File: config.mk
export PLATFORM = sky130hd
export DESIGN_NAME = shared_pwm_timer
export DESIGN_NICKNAME = d
export VERILOG_FILES = /design/src/rtl/pwm_timer_pkg.sv /design/src/rtl/pwm_prescaler.sv /design/src/rtl/pwm_counter.sv /design/src/rtl/pwm_channel.sv /design/src/rtl/shared_pwm_timer.sv
export SDC_FILE = /design/constraint.sdc
export NUM_CORES = 1
export LEC_CHECK = 0
export ABC_AREA = 1
export BUFFER_PORTS_ARGS = -buffer_cell sky130_fd_sc_hd__buf_2
export CORE_MARGIN = 3
export CORE_UTILIZATION = 34
export CTS_CLUSTER_SIZE = 8
export DETAILED_ROUTE_END_ITERATION = 6
export HOLD_SLACK_MARGIN = 0.08
export SYNTH_ARGS = -nofsm -noshare
export SYNTH_HDL_FRONTEND = slang
export SYNTH_SLANG_ARGS = --single-unit
File: constraint.sdc
create_clock -name clk -period 3.45 [get_ports clk]
set_clock_uncertainty 0.05 [all_clocks]
set_input_delay 0.1725 -clock clk [delete_from_list [all_inputs] [get_ports clk]]
set_output_delay 0.1725 -clock clk [all_outputs]
set_load 0.05 [all_outputs]
File: src/rtl/pwm_timer_pkg.sv
package pwm_timer_pkg;
  localparam int PS_W = 3;

  localparam logic [7:0] OFS_PARAM   = 8'h04;
  localparam logic [7:0] OFS_CTRL    = 8'h10;
  localparam logic [7:0] OFS_COUNT   = 8'h14;
  localparam logic [7:0] OFS_MOD     = 8'h18;
  localparam logic [7:0] OFS_CH_BASE = 8'h20;
  localparam int         CH_STRIDE   = 8;
  localparam int         CH_VAL_OFS  = 4;

  typedef enum logic [1:0] {
    CLK_STOP = 2'b00,
    CLK_RUN  = 2'b01,
    CLK_RS2  = 2'b10,
    CLK_RS3  = 2'b11
  } clk_mode_e;

  typedef enum logic [1:0] {
    LVL_OFF  = 2'b00,
    LVL_INV  = 2'b01,
    LVL_NORM = 2'b10,
    LVL_RSV  = 2'b11
  } level_e;

  typedef struct packed {
    logic            center;
    clk_mode_e       mode;
    logic [PS_W-1:0] ps;
  } tmr_ctrl_t;
endpackage

File: src/rtl/pwm_prescaler.sv
module pwm_prescaler #(
  parameter int PS_W = 3
) (
  input  logic            clk,
  input  logic            rst,
  input  logic            run,
  input  logic [PS_W-1:0] ps,
  output logic            tick
);
  localparam int PRE_W = (1 << PS_W) - 1;

  logic [PRE_W-1:0] pre_q;
  logic [PRE_W-1:0] mask;

  // Low PS bits all ones marks the last clock of a 2^PS group.
  always_comb mask = PRE_W'((32'd1 << ps) - 32'd1);

  assign tick = run && ((pre_q & mask) == mask);

  always_ff @(posedge clk) begin
    if (rst || !run) pre_q <= '0;
    else             pre_q <= pre_q + 1'b1;
  end
endmodule

File: src/rtl/pwm_counter.sv
module pwm_counter #(
  parameter int CNT_W = 16
) (
  input  logic             clk,
  input  logic             rst,
  input  logic             run,
  input  logic             tick,
  input  logic             mod_we,
  input  logic [CNT_W-1:0] mod_wdata,
  output logic [CNT_W-1:0] cnt_q,
  output logic [CNT_W-1:0] mod_act,
  output logic [CNT_W-1:0] mod_buf,
  output logic             wrap
);
  assign wrap = tick && (cnt_q >= mod_act);

  always_ff @(posedge clk) begin
    if (rst) begin
      cnt_q   <= '0;
      mod_act <= '1;
      mod_buf <= '1;
    end else begin
      if (mod_we) begin
        mod_buf <= mod_wdata;
        if (!run) mod_act <= mod_wdata;
      end
      if (tick) begin
        if (wrap) begin
          cnt_q   <= '0;
          mod_act <= mod_buf;
        end else begin
          cnt_q <= cnt_q + 1'b1;
        end
      end
    end
  end
endmodule

File: src/rtl/pwm_channel.sv
module pwm_channel
  import pwm_timer_pkg::*;
#(
  parameter int CNT_W = 16
) (
  input  logic             clk,
  input  logic             rst,
  input  logic             run,
  input  logic             wrap,
  input  logic [CNT_W-1:0] cnt,
  input  logic             ctrl_we,
  input  logic             flag_clr_bit,
  input  logic             msb_in,
  input  logic             msa_in,
  input  logic [1:0]       lvl_in,
  input  logic             val_we,
  input  logic [CNT_W-1:0] val_wdata,
  output logic [7:0]       ctrl_rd,
  output logic [CNT_W-1:0] val_rd,
  output logic             en,
  output logic             pwm
);
  logic             msb_q, msa_q, flag_q;
  level_e           lvl_q;
  logic [CNT_W-1:0] cv_buf, cv_act;
  logic             below;

  assign en      = msb_q && !msa_q && (lvl_q == LVL_NORM || lvl_q == LVL_INV);
  assign below   = cnt < cv_act;
  assign ctrl_rd = {flag_q, 1'b0, msb_q, msa_q, lvl_q, 2'b00};
  assign val_rd  = cv_buf;

  always_ff @(posedge clk) begin
    if (rst) begin
      msb_q <= 1'b0;
      msa_q <= 1'b0;
      lvl_q <= LVL_OFF;
    end else if (ctrl_we) begin
      msb_q <= msb_in;
      msa_q <= msa_in;
      lvl_q <= level_e'(lvl_in);
    end
  end

  always_ff @(posedge clk) begin
    if (rst)                               flag_q <= 1'b0;
    else if (run && cnt == cv_act)         flag_q <= 1'b1;
    else if (ctrl_we && flag_clr_bit)      flag_q <= 1'b0;
  end

  always_ff @(posedge clk) begin
    if (rst) begin
      cv_buf <= '0;
      cv_act <= '0;
    end else begin
      if (val_we) begin
        cv_buf <= val_wdata;
        if (!run) cv_act <= val_wdata;
      end
      if (wrap) cv_act <= cv_buf;
    end
  end

  always_ff @(posedge clk) begin
    if (rst || !en)            pwm <= 1'b0;
    else if (lvl_q == LVL_NORM) pwm <= below;
    else                        pwm <= !below;
  end
endmodule

File: src/rtl/shared_pwm_timer.sv
module shared_pwm_timer
  import pwm_timer_pkg::*;
#(
  parameter int NUM_CH = 4,
  parameter int CNT_W  = 16,
  parameter int ADDR_W = 8
) (
  input  logic              clk,
  input  logic              rst,
  input  logic              bus_we,
  input  logic [ADDR_W-1:0] bus_addr,
  input  logic [CNT_W-1:0]  bus_wdata,
  output logic [CNT_W-1:0]  bus_rdata,
  output logic [NUM_CH-1:0] pwm_out
);
  localparam int CTRL_W = $bits(tmr_ctrl_t);

  tmr_ctrl_t        ctrl_q;
  logic             run, tick, wrap;
  logic [CNT_W-1:0] cnt_q, mod_act, mod_buf;
  logic [CNT_W-1:0] rd_d;
  logic [NUM_CH-1:0] ch_en;
  logic [7:0]       ch_ctrl_rd [NUM_CH];
  logic [CNT_W-1:0] ch_val_rd  [NUM_CH];

  logic hit_ctrl, hit_mod;
  assign hit_ctrl = bus_we && (bus_addr == ADDR_W'(OFS_CTRL));
  assign hit_mod  = bus_we && (bus_addr == ADDR_W'(OFS_MOD));
  assign run      = (ctrl_q.mode == CLK_RUN);

  always_ff @(posedge clk) begin
    if (rst)           ctrl_q <= '0;
    else if (hit_ctrl) ctrl_q <= tmr_ctrl_t'(bus_wdata[CTRL_W-1:0]);
  end

  pwm_prescaler #(.PS_W(PS_W)) u_pre (
    .clk (clk),
    .rst (rst),
    .run (run),
    .ps  (ctrl_q.ps),
    .tick(tick)
  );

  pwm_counter #(.CNT_W(CNT_W)) u_cnt (
    .clk      (clk),
    .rst      (rst),
    .run      (run),
    .tick     (tick),
    .mod_we   (hit_mod),
    .mod_wdata(bus_wdata),
    .cnt_q    (cnt_q),
    .mod_act  (mod_act),
    .mod_buf  (mod_buf),
    .wrap     (wrap)
  );

  for (genvar g = 0; g < NUM_CH; g++) begin : g_ch
    localparam logic [ADDR_W-1:0] A_CTRL = ADDR_W'(int'(OFS_CH_BASE) + CH_STRIDE * g);
    localparam logic [ADDR_W-1:0] A_VAL  = ADDR_W'(int'(OFS_CH_BASE) + CH_STRIDE * g + CH_VAL_OFS);

    pwm_channel #(.CNT_W(CNT_W)) u_ch (
      .clk         (clk),
      .rst         (rst),
      .run         (run),
      .wrap        (wrap),
      .cnt         (cnt_q),
      .ctrl_we     (bus_we && bus_addr == A_CTRL),
      .flag_clr_bit(bus_wdata[7]),
      .msb_in      (bus_wdata[5]),
      .msa_in      (bus_wdata[4]),
      .lvl_in      (bus_wdata[3:2]),
      .val_we      (bus_we && bus_addr == A_VAL),
      .val_wdata   (bus_wdata),
      .ctrl_rd     (ch_ctrl_rd[g]),
      .val_rd      (ch_val_rd[g]),
      .en          (ch_en[g]),
      .pwm         (pwm_out[g])
    );
  end

  always_comb begin
    rd_d = '0;
    if (bus_addr == ADDR_W'(OFS_PARAM)) rd_d[7:0] = 8'(NUM_CH);
    if (bus_addr == ADDR_W'(OFS_CTRL))  rd_d[CTRL_W-1:0] = ctrl_q;
    if (bus_addr == ADDR_W'(OFS_COUNT)) rd_d = cnt_q;
    if (bus_addr == ADDR_W'(OFS_MOD))   rd_d = mod_buf;
    for (int i = 0; i < NUM_CH; i++) begin
      if (bus_addr == ADDR_W'(int'(OFS_CH_BASE) + CH_STRIDE * i))
        rd_d[7:0] = ch_ctrl_rd[i];
      if (bus_addr == ADDR_W'(int'(OFS_CH_BASE) + CH_STRIDE * i + CH_VAL_OFS))
        rd_d = ch_val_rd[i];
    end
  end

  always_ff @(posedge clk) begin
    if (rst) bus_rdata <= '0;
    else     bus_rdata <= rd_d;
  end
endmodule

Word level (Yosys, flattened, before mapping)
Cells that the tools add are included.

Add/sub/neg operators: 3. Magnitude comparators: 5. Equality and inequality tests: 27. Shifts and indexed selects: 1. Muxes and demuxes: 38. Bitwise gates (word level): 1. Reductions and logical operators: 62.

Operators with widths (count): 16-bit two-way mux (20); 16-bit == test (4); 8-bit by 6-bit == test with 1-bit output (second input constant) (8); 16-bit < comparator (4); 8-bit two-way mux (4); 1-bit logical AND (28); 8-bit by 5-bit == test with 1-bit output (second input constant) (3); 16-bit by 1-bit adder with 16-bit output (second input constant) (1); 16-bit greater-or-equal comparator (1); 2-bit nonzero test (8); 1-bit logical NOT (13); 1-bit two-way mux (12); 2-bit by 1-bit == test with 1-bit output (second input constant) (5); 1-bit logical OR (9); 2-bit == test (second input constant) (4); 8-bit by 3-bit == test with 1-bit output (second input constant) (1); 2-bit AND reduction (4); 7-bit by 1-bit adder with 7-bit output (second input constant) (1); 7-bit AND (1); 7-bit == test (1); 1-bit by 3-bit << shifter with 7-bit output (first input constant) (1); 7-bit by 1-bit subtractor with 7-bit output (second input constant) (1); 6-bit two-way mux (1); 3-bit two-way mux (1); 2-bit != test (second input constant) (1).

Bits in registers: 229. Input port bits: 27. Output and inout port bits: 20. Word-level logic and storage cells: 173.

Longest topological paths before layout
Gate-level depths: netlist of run 1.

Depth after elaboration: 13. Depth in mapped cells: 18. Mapped depth without buffers: 16.

Modules after synthesis
A second synthesis of run 1 with hierarchy kept.

Cells, all modules: 1841. Area, all modules: 12680.9 um2.

By module, submodules not included: pwm_channel (times used 4, cells each 269, area each 1954.4 um2, sequential area each 760.7 um2); pwm_counter (times used 1, cells each 354, area each 2493.6 um2, sequential area each 960.9 um2); shared_pwm_timer (times used 1, cells each 336, area each 1905.6 um2, sequential area each 440.4 um2); pwm_prescaler (times used 1, cells each 75, area each 464.2 um2, sequential area each 140.1 um2).

Least setup slack after synthesis of run 1
No wires, ideal clock.

Kind: reg-to-reg. From: register u_cnt.cnt_q[11]. To: register g_ch[2].u_ch.cv_act[13]. Setup time: 0.057 ns. Arrival: 1.879 ns. Required time: 3.343 ns. Path slack: 1.464 ns. Cell stages (with the launch flop): 14. Path buffers: 2. Cell sequence: dfxtp_1 -> ha_1 -> nand2_1 -> inv_1 -> nand3_1 -> nor2_1 -> nand3_1 -> nand3_1 -> buf_2 -> buf_1 -> nand3_1 -> nand3_1 -> nand2_1 -> inv_1.

Word-level cells in the longest chain between the ends: 4.

Ends and longest elaborated chain: start, declared (line pwm_counter.sv:10) `output logic [CNT_W-1:0] cnt_q,`; start signal, assigned (line pwm_counter.sv:32) `cnt_q <= cnt_q + 1'b1;`; 16-bit greater-or-equal comparator (*) (line pwm_counter.sv:15) `assign wrap = tick && (cnt_q >= mod_act);`; 1-bit logical AND (*) (line pwm_counter.sv:15); 2-bit != test (no line) / 2-bit nonzero test (equally long branches); 2-bit AND reduction (no line); end signal, assigned (line pwm_channel.sv:58) `if (!run) cv_act <= val_wdata;`; end signal, assigned (line pwm_channel.sv:60) `if (wrap) cv_act <= cv_buf;`; end, declared (line pwm_channel.sv:25) `logic [CNT_W-1:0] cv_buf, cv_act;`.

Every way passes the cells marked *; elsewhere a longest branch is shown, timed or not. A chain may end at the register's enable or synchronous reset.

Worst setup path after layout of run 1
From: register u_cnt.cnt_q[15]. To: register g_ch[3].u_ch.cv_act[8].

Word-level cells in the longest chain between the ends: 4.

Ends and longest elaborated chain (line): 16-bit greater-or-equal comparator (*) (pwm_counter.sv:15); 1-bit logical AND (*) (pwm_counter.sv:15); 2-bit != test (no line) / 2-bit nonzero test (equally long branches); 2-bit AND reduction (no line); end signal, assigned (pwm_channel.sv:58); end signal, assigned (pwm_channel.sv:60); end, declared (pwm_channel.sv:25).

Marks and branches as above.

==> results of run 1 <==
[report_power, final]
part           internal, mW  total [mW]  switching (mW)
logic                0.0503       0.213           0.163
registers              2.65        2.66         0.00289
clock network          1.75        2.96            1.22
total                  4.45        5.83            1.38
[layout make-up]
type / count / area (µm²)
Clock inverter: 4 / 38.8
Multi-Input combinational cell: 1182 / 6470
Clock buffer: 34 / 851
Fill cell: 3810 / 21800
Timing Repair Buffer: 93 / 638
Antenna cell: 2 / 5.00
Tap cell: 461 / 577
Sequential cell: 229 / 4580
Inverter: 279 / 1050
[per-stage QoR]
| step | setup WS [ns] | utilization (%) | instance area (µm²) | instances | total power, mW |
|---|---|---|---|---|---|
| final | 0.565 | 39.5 | 14200 | 2284 | 5.83 |
| after global routing | 0.305 | 39.5 | 14200 | 2282 | 6.00 |
| after CTS | 0.605 | 39.5 | 14200 | 2282 | 5.88 |
| after detailed placement | 0.644 | 36.5 | 13200 | 2227 | 2.90 |
| after global placement | 0.729 | 36.5 | 13200 | 2227 | 2.90 |
| after floorplan | 1.46 | - | 12600 | 1796 | 2.81 |
[metal layers]
| layer | vias up | GRT usage, % | part of all wire, % |
|---|---|---|---|
| met5 | - | 1.23 | 0.15 |
| met4 | 2 | 7.76 | 3.5 |
| met3 | 96 | 4.37 | 7.8 |
| met2 | 498 | 33.7 | 44 |
| met1 | 5734 | 29.6 | 45 |
| li1 | 5997 | - | - |
[Yosys cell counts, drive strengths merged]
cell type	number	area share (%)
a221oi	2	0.14
o22ai	4	0.20
a211oi	1	0.060
xor2	8	0.56
o2111ai	7	0.49
nand4	16	0.80
nor4b	1	0.070
ha	86	8.6
or2	1	0.050
nor2	83	3.3
nand3	309	12
dfxtp	229	37
nand2	306	9.3
a21o	1	0.060
buf	46	1.9
nor3	19	0.76
a21oi	146	5.8
o21a	2	0.12
o211ai	36	2.2
inv	278	8.3
clkinv	1	0.040
xnor2	3	0.21
clkbuf	60	1.8
nor4	2	0.10
o21ai	123	4.9
a31oi	24	1.2
nand3b	2	0.12
[final timing paths]
path	depth (start not counted)	slack, ns	to
max	13	0.56	g_ch[3].u_ch.cv_act[8]$_SDFFE_PP0P_
min	5	0.19	g_ch[0].u_ch.val_rd[7]$_SDFFE_PP0P_
max reg2reg	13	0.56	g_ch[3].u_ch.cv_act[8]$_SDFFE_PP0P_
min reg2reg	2	0.41	g_ch[0].u_ch.flag_q$_SDFFE_PP0P_
[flip-flops by register name, indices dropped and copies added, names as in the netlist]
| name | count |
|---|---|
| bus_rdata | 16 |
| ctrl_q | 6 |
| g_ch.u_ch.cv_act | 64 |
| g_ch.u_ch.flag_q | 4 |
| g_ch.u_ch.lvl_q | 8 |
| g_ch.u_ch.msa_q | 4 |
| g_ch.u_ch.msb_q | 4 |
| g_ch.u_ch.pwm | 4 |
| g_ch.u_ch.val_rd | 64 |
| u_cnt.cnt_q | 16 |
| u_cnt.mod_act | 16 |
| u_cnt.mod_buf | 16 |
| u_pre.pre_q | 7 |
[cell families after synthesis]
family	Yosys count	synth area share, %
adder cells (fa/ha/maj)	86	8.57
flip-flops	229	36.5
XOR/XNOR	11	0.767
AO/OA/AOI/OAI	346	15.2
AND/OR/NAND/NOR	739	26.9
buffers and inverters	385	12.1
[worst reg2reg max path, cell delays in order, from the launching register on]
cell	delay, ns
dfxtp_1	0.62
ha_1	0.34
nand2_1	0.07
inv_1	0.04
o21ai_0	0.06
nand2_1	0.06
nor2_1	0.22
nand3_2	0.14
nand2_4	0.46
buf_4	0.41
nand3_1	0.12
nand3_1	0.11
nand2_1	0.06
inv_1	0.07
==> reports/qor.yml, run 1 <==
crit_top_cell: "nand2_1"
dp_hpwl_mm: 29.4
drt-total-wl_mm: 42.8
setup_viol: 0
fmax_mhz: 347
final_common_cell: "nand3_1"
netlist_area_mm2: 0.0126
clk_path_buf_depth: 3
period_share_pct: 83.6
arrival_ns: 3.29
first_iter_violations: 973
post-cts-setup-buffer-count: 0
min_path_type: "input port to register"
worst_slew_pin_slew_ns: 0.914
area_growth_pct: 13.2
grt_pass1_wl_mm: 66.4
io_pins: 47
reg2reg_from: "u_cnt.cnt_q[15]$_SDFFE_PP0N_"
syn_inst: 1796
tns_ns: 0
wire_per_inst_um: 18.7
path_buf_inv: 3
grt_max_degree: 73
ys_seq_area_share_pct: 36.5
yosysWarningCount: 0
placementRows: 69
max-cap-violations: 0
ys_seq_elements: 229
cp-end-kind: "register"
crit_path_cell_trace: "ha_1 -> nand2_1 -> inv_1 -> o21ai_0 -> nand2_1 -> nor2_1 -> nand3_2 -> nand2_4 -> buf_4 -> nand3_1 -> nand3_1 -> nand2_1 -> inv_1"
cts_tree: "done"
initial_utilization_pct: 34.9
grt_antenna_before_repair: 0
cts_resized: 0
startpoint: "u_cnt.cnt_q[15]$_SDFFE_PP0N_"
p_leak_nw: 6.65
min_from: "bus_we"
first_pass_iters: 5
rsz0062_at_grt: "no"
critPathTopFamily: "simple AND/OR/NAND/NOR gates"
die_width_um: 198
period_minus_slack_ns: 2.89
clkLatencyLatePin_ns: 0.53
slowest_stage: "dfxtp_1"
core_area_mm2: 0.0360
clk_pin_slew_ns: 0.05
dr_total_vias: 12300
die_area_mm2: 0.0393
viasPerCell: 5.40
mostFrequentLayoutCells: "nand3_1 (307), nand2_1 (298), inv_1 (268)"
whs_ns: 0.187
synth_nets: 1909
drv_slew: 0
htree_num_levels: 2
critPathKind: "register to register"
overflow: 0
hold_viol_final: 0
grt_pass1_vias: 11700
globalRouteTotalUtil_pct: 21.6
nets: 1932
power-per-cell-area_mw_per_mm2: 410
portBuffers: 46
drtAntennaViolNets: 0
avgSynthCellArea_um2: 6.99
synth_cell_type_count: 39
fp.dieH_um: 198
outcome: "finished clean"
crit_required_ns: 3.85
cts_sinks: 229
drc: 0
crit_path_start_kind: "register"
max_slew_margin_pct: 39.0
drive_above_1_share_pct: 8.35
place_congestion: 0.890
numCtsBuffers: 34
vdd_ir_drop_max_mv: 0.375
cts-root-buf: "clkbuf_16"
slowest_delay_ns: 0.62
ctsHoldBuffers: 17
crit_fanout: 53
Note: power is estimated with default switching activity, not from simulation.
==> inputs of run 2 (changes only) <==
- clock period: 3.45 -> 2.9 ns (I/O delays scaled with it)
==> run 2 against run 1 <==
Net effect:
- die area unchanged
- worst setup slack got worse by 0.17 ns
- total power rose by 21%
- combinational power rose by 19%
- core utilization rose by 0.44 points
- register-to-register slack got worse by 0.17 ns
- hold slack worse by 0.0037 ns
- critical path depth is 2 lower
- sequential power rose by 19%
- non-clock buffer count rose by 10
==> reports/qor.yml, run 2 (synthesized netlist as in run 1, its figures left out) <==
placementRows: 69
reg2reg_from: "u_cnt.cnt_q[0]$_SDFFE_PP0N_"
drtAntennaViolNets: 0
crit_fanout: 37
first_pass_iters: 7
overflow: 0
path_buf_inv: 3
r2r_end: "g_ch[1].u_ch.cv_act[8]$_SDFFE_PP0P_"
die_width_um: 198
clk_path_buf_depth: 3
critPathTopFamily: "simple AND/OR/NAND/NOR gates"
fmax_mhz: 399
wire_per_inst_um: 18.5
nets: 1942
max_slew_margin_pct: 47.3
grt_pass1_wl_mm: 66.8
p_leak_nw: 6.73
slowest_delay_ns: 0.48
arrival_ns: 2.91
initial_utilization_pct: 34.9
hold_path_depth: 5
post-place-ws_ns: 0.432
io_pins: 47
area_growth_pct: 14.5
power-per-cell-area_mw_per_mm2: 489
htree_num_levels: 2
cts_sinks: 229
mostFrequentLayoutCells: "nand3_1 (307), nand2_1 (298), inv_1 (268)"
viasPerCell: 5.36
cp-end-kind: "register"
drive_above_1_share_pct: 8.74
cts_resized: 0
reg2reg_depth: 11
period_minus_slack_ns: 2.50
globalRouteTotalUtil_pct: 21.6
min_path_type: "input port to register"
numCtsBuffers: 34
crit_top_cell: "nand3_1"
die_area_mm2: 0.0393
crit_path_start_kind: "register"
outcome: "finished clean"
holdPathEnd: "bus_rdata[4]$_SDFF_PP0_"
numPlacedInstances: 2235
setup_viol: 0
grt_max_degree: 74
worst_slew_pin_slew_ns: 0.790
clkLatencyLatePin_ns: 0.51
drv_slew: 0
crit_path_cell_trace: "inv_1 -> ha_1 -> nand2_1 -> nor2_1 -> nand3_1 -> nand3_2 -> buf_4 -> nand3_1 -> nand3_1 -> nand2_1 -> inv_1"
dp_hpwl_mm: 29.8
core_area_mm2: 0.0360
cts_tree: "done"
grt_pass1_vias: 11700
final_common_cell: "nand3_1"
portBuffers: 46
cts-root-buf: "clkbuf_16"
clk_pin_slew_ns: 0.05
setup_slack_ns: 0.395
critPathKind: "register to register"
place_congestion: 0.894
max-cap-violations: 0
crit_required_ns: 3.30
drt-total-wl_mm: 42.5
first_iter_violations: 1095
rsz0062_at_grt: "no"
drc: 0
min_from: "bus_addr[2]"
whs_ns: 0.183
fp.dieH_um: 198
period_share_pct: 86.4
dr_total_vias: 12300
final_cells: 2294
grt_antenna_before_repair: 0
rrSetupSlack_ns: 0.40
vdd_ir_drop_max_mv: 0.400
tns_ns: 0
slowest_stage: "dfxtp_1"
hold_viol_final: 0
[run 2: power by group]
part	total (mW)	switching [mW]	internal (mW)
clock network	3.62	1.40	2.22
registers	3.16	0.00347	3.16
logic	0.254	0.191	0.0622
total	7.03	1.59	5.44
[run 2: layout make-up]
cell class / count / area [µm²]
Fill cell: 3784 / 21600
Clock inverter: 1 / 5.00
Multi-Input combinational cell: 1182 / 6470
Tap cell: 461 / 577
Timing Repair Buffer: 103 / 756
Antenna cell: 2 / 5.00
Inverter: 279 / 1050
Sequential cell: 229 / 4580
Clock buffer: 37 / 926
[run 2: worst max-delay path by stage]
stage                     cells after the start  slack (ns)                          from                              endpoint
after floorplan                              13        0.91  u_cnt.cnt_q[11]$_SDFFE_PP0N_  g_ch[2].u_ch.cv_act[13]$_SDFFE_PP0P_
after global placement                       11        0.42   u_cnt.cnt_q[0]$_SDFFE_PP0N_  g_ch[3].u_ch.cv_act[11]$_SDFFE_PP0P_
after detailed placement                     15        0.43   u_cnt.cnt_q[1]$_SDFFE_PP0N_  g_ch[0].u_ch.cv_act[12]$_SDFFE_PP0P_
after CTS                                    15        0.42   u_cnt.cnt_q[1]$_SDFFE_PP0N_  g_ch[2].u_ch.cv_act[13]$_SDFFE_PP0P_
after global routing                         17        0.13   u_cnt.cnt_q[0]$_SDFFE_PP0N_  g_ch[2].u_ch.cv_act[15]$_SDFFE_PP0P_
final                                        11        0.40   u_cnt.cnt_q[0]$_SDFFE_PP0N_   g_ch[1].u_ch.cv_act[8]$_SDFFE_PP0P_
[run 2: layer usage]
layer / vias up / routed length [µm] / GRT usage (%)
li1: 6001 / - / -
met1: 5755 / 19400 / 30.4
met2: 454 / 18900 / 34.4
met3: 80 / 3050 / 3.32
met4: 0 / 1040 / 5.95
met5: - / 0 / 0
[run 2: what timing repair did]
action                                 CTS  global route
buffers inserted                         0             0
endpoints found under the hold margin  110             0
hold buffers                            19             0
setup endpoints to repair                0             0
[run 2: worst min-delay path, stage by stage]
cell and delay (ns):
buf_2 0.21, o21ai_0 0.13, nand4_1 0.10, nand2_1 0.07
inv_1 0.05
[run 2: stage by stage]
stage,utilization [%],area [µm²],power (mW)
floorplan,-,12600,3.35
global placement,36.8,13300,3.45
detailed placement,36.8,13300,3.45
CTS,39.9,14400,7.08
global route,39.9,14400,7.22
finish,39.9,14400,7.03
